--- src/rtl/cfg_bit_reader_pkg.sv ---
package cfg_bit_reader_pkg;
  // Strobes issued by the control block to the bit-counter datapath
  typedef struct packed {
    logic clear;    // return counter to position 0
    logic advance;  // step counter by one position
  } ctlStrobes_t;
endpackage

--- src/rtl/cfg_bit_reader_dp.sv ---
module cfg_bit_reader_dp
  import cfg_bit_reader_pkg::*;
#(
  parameter int DEPTH  = 256,
  parameter int ADDR_W = $clog2(DEPTH)
) (
  input  logic              clk,
  input  logic              porN,
  input  ctlStrobes_t       strobes,
  input  logic              progMode,
  input  logic              prgWe,
  input  logic [ADDR_W-1:0] prgAddr,
  input  logic              prgBit,
  output logic [ADDR_W-1:0] bitPos,
  output logic              atLast,
  output logic              curBit
);
  localparam logic [ADDR_W-1:0] LAST_POS = ADDR_W'(DEPTH - 1);

  logic [DEPTH-1:0] bitStore;

  // Preload path: accepted only in programming mode
  always_ff @(posedge clk) begin
    if (prgWe && progMode) bitStore[prgAddr] <= prgBit;
  end

  // Bit counter: parks on the last position; exhaustion is tracked by control
  always_ff @(posedge clk or negedge porN) begin
    if (!porN)                          bitPos <= '0;
    else if (strobes.clear)             bitPos <= '0;
    else if (strobes.advance && !atLast) bitPos <= bitPos + 1'b1;
  end

  assign atLast = (bitPos == LAST_POS);
  assign curBit = bitStore[bitPos];
endmodule

--- src/rtl/cfg_bit_reader_ctl.sv ---
module cfg_bit_reader_ctl
  import cfg_bit_reader_pkg::*;
(
  input  logic        clk,
  input  logic        porN,
  input  logic        rstActiveHigh,
  input  logic        rstOePin,
  input  logic        ceN,
  input  logic        serEn,
  input  logic        atLast,
  output ctlStrobes_t strobes,
  output logic        driveEn,
  output logic        ceoN
);
  logic resetLvl;
  logic readSel;
  logic exhausted;

  // Configurable pin sense: reset level vs. output-enable level
  assign resetLvl = rstActiveHigh ? rstOePin : ~rstOePin;
  assign readSel  = serEn & ~ceN & ~resetLvl;

  assign strobes.clear   = resetLvl;
  assign strobes.advance = readSel & ~exhausted;

  // Set on the edge that shifts out the final bit, cleared by the reset level
  always_ff @(posedge clk or negedge porN) begin
    if (!porN)                       exhausted <= 1'b0;
    else if (resetLvl)               exhausted <= 1'b0;
    else if (strobes.advance && atLast) exhausted <= 1'b1;
  end

  assign driveEn = readSel & ~exhausted;
  assign ceoN    = ~(readSel & exhausted);
endmodule

--- src/rtl/cfg_bit_reader.sv ---
module cfg_bit_reader
  import cfg_bit_reader_pkg::*;
#(
  parameter int DEPTH  = 256,
  parameter int ADDR_W = $clog2(DEPTH)
) (
  input  logic              clk,
  input  logic              porN,
  input  logic              rstActiveHigh,
  input  logic              rstOePin,
  input  logic              ceN,
  input  logic              serEn,
  input  logic              prgWe,
  input  logic [ADDR_W-1:0] prgAddr,
  input  logic              prgBit,
  output logic              dataOut,
  output logic              dataOe,
  output logic              ceoN
);
  ctlStrobes_t       strobes;
  logic [ADDR_W-1:0] bitPos;
  logic              atLast;
  logic              curBit;
  logic              driveEn;

  cfg_bit_reader_ctl i_ctl (
    .clk(clk), .porN(porN), .rstActiveHigh(rstActiveHigh), .rstOePin(rstOePin),
    .ceN(ceN), .serEn(serEn), .atLast(atLast),
    .strobes(strobes), .driveEn(driveEn), .ceoN(ceoN)
  );

  cfg_bit_reader_dp #(.DEPTH(DEPTH), .ADDR_W(ADDR_W)) i_dp (
    .clk(clk), .porN(porN), .strobes(strobes), .progMode(~serEn),
    .prgWe(prgWe), .prgAddr(prgAddr), .prgBit(prgBit),
    .bitPos(bitPos), .atLast(atLast), .curBit(curBit)
  );

  assign dataOe  = driveEn;
  assign dataOut = driveEn & curBit;
endmodule

--- config.mk ---
export PLATFORM = sky130hd
export DESIGN_NAME = cfg_bit_reader
export DESIGN_NICKNAME = d
export VERILOG_FILES = /design/src/rtl/cfg_bit_reader_pkg.sv /design/src/rtl/cfg_bit_reader_dp.sv /design/src/rtl/cfg_bit_reader_ctl.sv /design/src/rtl/cfg_bit_reader.sv
export SDC_FILE = /design/constraint.sdc
export NUM_CORES = 1
export LEC_CHECK = 0
export ABC_AREA = 1
export BUFFER_PORTS_ARGS = -buffer_cell sky130_fd_sc_hd__buf_2
export CORE_AREA = 2 2 161 163
export CTS_CLUSTER_DIAMETER = 40
export DETAILED_ROUTE_END_ITERATION = 6
export DIE_AREA = 0 0 163 165
export PLACE_DENSITY = 0.67
export SYNTH_ARGS = -nofsm -noshare
export SYNTH_HDL_FRONTEND = slang
export SYNTH_SLANG_ARGS = --single-unit
--- constraint.sdc ---
create_clock -name clk -period 1.76 [get_ports clk]
set_clock_uncertainty 0.15 [all_clocks]
set_input_delay 0.088 -clock clk [delete_from_list [all_inputs] [get_ports clk]]
set_output_delay 0.088 -clock clk [all_outputs]
set_load 0.03 [all_outputs]
==> metrics.md <==
| Metric | Value |
|---|---|
| Worst setup margin | -1.05 ns |
| Placed cell areas | 13,600 sq um |
| Failing checks | setup timing |
| Max VDD drop | 0.810 mV |
| Register area | 7920 sq um |
| Main combinational cell family by area after synthesis | simple AND/OR/NAND/NOR gates |
| Cell Rows | 58 |
| PwrDens | 985 nW/um^2 |
| Initial Utilization | 49.8% |
| Worst Tran Pin Value | 0.532 ns |
| Syn Nets | 1,354 |
| DRT antenna net count | 0 |
| Final nets | 1,465 |
| IO buf count | 18 |
| Critical path cell sequence | inv_8 > buf_8 > clkbuf_16 > nor2_1 > o211ai_1 > nand3_1 > nand2_2 > nand2_2 > nand3_1 > nand2_1 > nand2_1 > nand2_2 > nor2_4 > buf_6 |
| Die ar. | 26,900 sq um |
| TritonCTS clock tree | built |
| DRC | 0 |
| Psw | 3.62 mW |
| Hold Fails Final Rpt | 0 |
| Seq pwr share | 45.1% |
| Crit-path most repeated cell | nand2_2 |
| CORE AREA | 25,000 sq um |
| Power Internal | 11.8 mW |
| Max Fclk | 356 MHz |
| Drt total wl | 35,700 um |
| Largest delay share family, worst path | simple AND/OR/NAND/NOR gates |
| Vias in the first global route | 9,571 |
| Post-Synthesis Cells | 1,337 |
| Number of synthesis warnings | 0 |
| Syn-to-layout area delta | 25.3% |
| I/O pin total | 19 |
| Final Setup Violations | 10 |
| Initial drt markers | 1,131 |
| Run status | finished, violations left |
| Adder-cell area share of the yosys netlist | 0.100% |
| Slowest cell on crit path | dfrtp_4 |
| H-tree levels | 2 |
| Via count | 10,000 |
| Post-synthesis cell area | 12,500 sq um |
| Setup crit end kind | primary output |
| TritonCTS Buffers | 35 |
| Setup Crit Path Kind | flop to primary output |
| Simple-gate share of the synthesized area | 27.4% |
| Design Area, Final | 15,600 sq um |
| Yosys cell types | 27 |
| Root Driver | clkbuf_16 |
| Clk_lat worst skew | 0.51 ns |
| Synth Area per Inst | 9.32 sq um |
| Max Root-Sink Buffers | 3 |
| Die height | 165 um |
| Comb pwr share | 9.6% |
| Crit path launch type | flop |
| Worst Path Max Fanout | 7 |
| N_diodes | 0 |
| Grt total ovfl | 0 |
| Net Sw Frac | 23.5% |
| Clock power share | 45.2% |
| Tmin final | 2.81 ns |
| Min-Delay Path Class | input pin to flop |
| Fillers | 2,003 |
| Most frequent cells after synthesis | nor2_1 (342), nand2_1 (326), edfxtp_1 (256) |
| Delay of the slowest cell on the worst path | 0.58 ns |
| RSZ-0062 raised after global routing | true |
| Buffers & Inverters on Critical Path | 4 |
| Die width | 163 um |
| Area occupied by multi-input gates | 4060 sq um |
| Average wire per standard cell | 19.8 um |
| Sequential-to-total area share from yosys stat | 63.5% |
| Max Slew Vio Count | 0 |
| Clock tree sinks | 265 |
| Primary FF master, synth | edfxtp_1 |
| LEAKAGE | 5.75 nW |
| Worst slew margin | 64.4% |
| Dpl hpwl | 19,900 um |
| GRT Overall Usage | 26.9% |
| Vias per Instance | 5.57 |
| Synth Register Bits | 265 |
| Pre-Repair DR Iteration Count | 5 |
| CTS clk-pin slew, worst paths | 0.06 ns |
| Initial antenna violation count | 0 |
| Leading area contributor after synthesis | edfxtp_1 |
| DP Cell Count | 1,710 |
| Final non-filler cell total | 1,804 |
| Synth Area in Compound Gates | 2.39% |
| Top-count cell post-synth | nor2_1 |
| Hold_ws | 0.0274 ns |
| Mux cell area share after synthesis | 0% |
| WP data arrival | 2.57 ns |
| Largest net degree at the start of global routing | 77 |
| Ys async rst share | 3.40% |
| Power Total | 15.4 mW |
| Gpl congestion | 0.880 |
| Worst EP required | 1.52 ns |
| Max-Cap Viols | 0 |
| First-pass GRT wire length | 53,600 um |
| Yosys top cell area share | 61.7% |
| Fin crit share | 160% |
| Post-synth EDFFs | 256 |
| Top cells by area, synth | edfxtp_1 (62%), nor2_1 (10%), nand2_1 (9.8%), nand3_1 (6.9%), inv_1 (2.4%) |
| Post-Synth XOR/XNOR Area | 0.131% |
| Share of cells above drive strength 1 | 19.8% |
==> area by class of cell <==
| type | instances | area share, % |
|---|---|---|
| flip-flops and latches | 265 | 50.7 |
| multi-input cells | 902 | 26.0 |
| repair buffers | 160 | 11.2 |
| clock buffers | 40 | 5.86 |
| well taps | 330 | 2.64 |
| inverters | 84 | 2.07 |
| clock inverters | 23 | 1.48 |
==> placed cells by master, fill, tap and decap left out, types with 5 or more instances in the layout <==
master,Yosys,final
inv_1,80,77
o21ai_1,10,10
nor2_4,0,5
buf_16,0,7
nor2_2,1,12
nand2_1,326,309
edfxtp_1,256,256
buf_4,6,90
clkinvlp_4,0,6
nand2_2,0,16
o211ai_1,9,9
dfrtp_1,9,7
inv_2,3,5
clkbuf_16,0,39
a21oi_1,9,5
nor2_1,342,326
nand3_2,0,27
o21ai_0,21,16
nand3_1,172,144
dlygate4sd3_1,0,7
buf_2,23,16
buf_12,0,27
clkinv_2,0,5
buf_6,16,8
==> power groups by stage <==
stage	Clock (mW)	Sequential, mW	Combinational (mW)
after floorplan	0	7.06	0.674
after global placement	0	7.06	1.15
after detailed placement	0	7.07	1.16
after CTS	7.02	6.94	1.41
after global routing	7.27	6.94	1.59
final	6.96	6.94	1.48
==> state kept, by name, indices dropped and copies added, names as in the netlist <==
| register | cells |
|---|---|
| i_dp.bitStore | 256 |
| i_dp.bitPos | 8 |
| i_ctl.exhausted | 1 |
==> per-stage QoR <==
step	utilization, %	worst slack [ns]	TNS, ns
after CTS	61.5	-1.00	-4.46
after global placement	54.4	-0.547	-3.46
after global routing	62.4	-1.15	-5.97
after detailed placement	54.4	-0.569	-3.80
final	62.4	-1.05	-5.26
after floorplan	-	-0.112	-0.112
==> timing repair <==
| action | CTS | global route |
|---|---|---|
| pin swaps | 17 | 55 |
| hold buffers | 7 | 0 |
| resized for setup | 57 | 58 |
| buffers inserted | 12 | 4 |
| cloned | 9 | 3 |
| hold endpoints to repair | 57 | 0 |
| endpoints found under the setup margin | 11 | 10 |
==> worst min-delay path: stages <==
cell	delay, ns
buf_2	0.12
nor2_1	0.05
inv_1	0.09
nor2_1	0.06
inv_1	0.07
nor2_1	0.05
==> final timing paths <==
path                            slack (ns)                  to  cells past startpoint      startpoint
worst max register to register       -0.58      i_dp.bitPos[4]                     14  i_dp.bitPos[0]
worst max-delay path                 -1.05             dataOut                     14  i_dp.bitPos[0]
worst min-delay path                  0.03  i_dp.bitStore[248]                      6      prgAddr[2]
worst min register to register        0.44      i_dp.bitPos[6]                      1  i_dp.bitPos[6]
min in group asynchronous             0.42      i_dp.bitPos[3]                      3            porN
max in group asynchronous             0.68      i_dp.bitPos[0]                      3            porN
==> cell families (layout without fill, tap and decap cells) <==
kind of cell               count (synthesis)  in the layout
adders and majority gates                  1              1
and+or+nand+nor                          847            847
DFF                                      265            265
AOI/OAI and AO/OA                         53             53
xor gates and xnor gates                   1              1
buffers and inverters                    170            307
==> per-layer routing <==
layer  GRT usage (%)  share of wire, %  vias to the layer above  routed length, um
met3            3.54               8.1                      125               2900
met5               0                 0                        -                  0
met2            45.9                49                      469              17500
met1            34.2                38                     4823              13700
li1                -                 -                     4624                  -
met4            12.3               4.5                        0               1620
(Power assumes the default switching activity.)
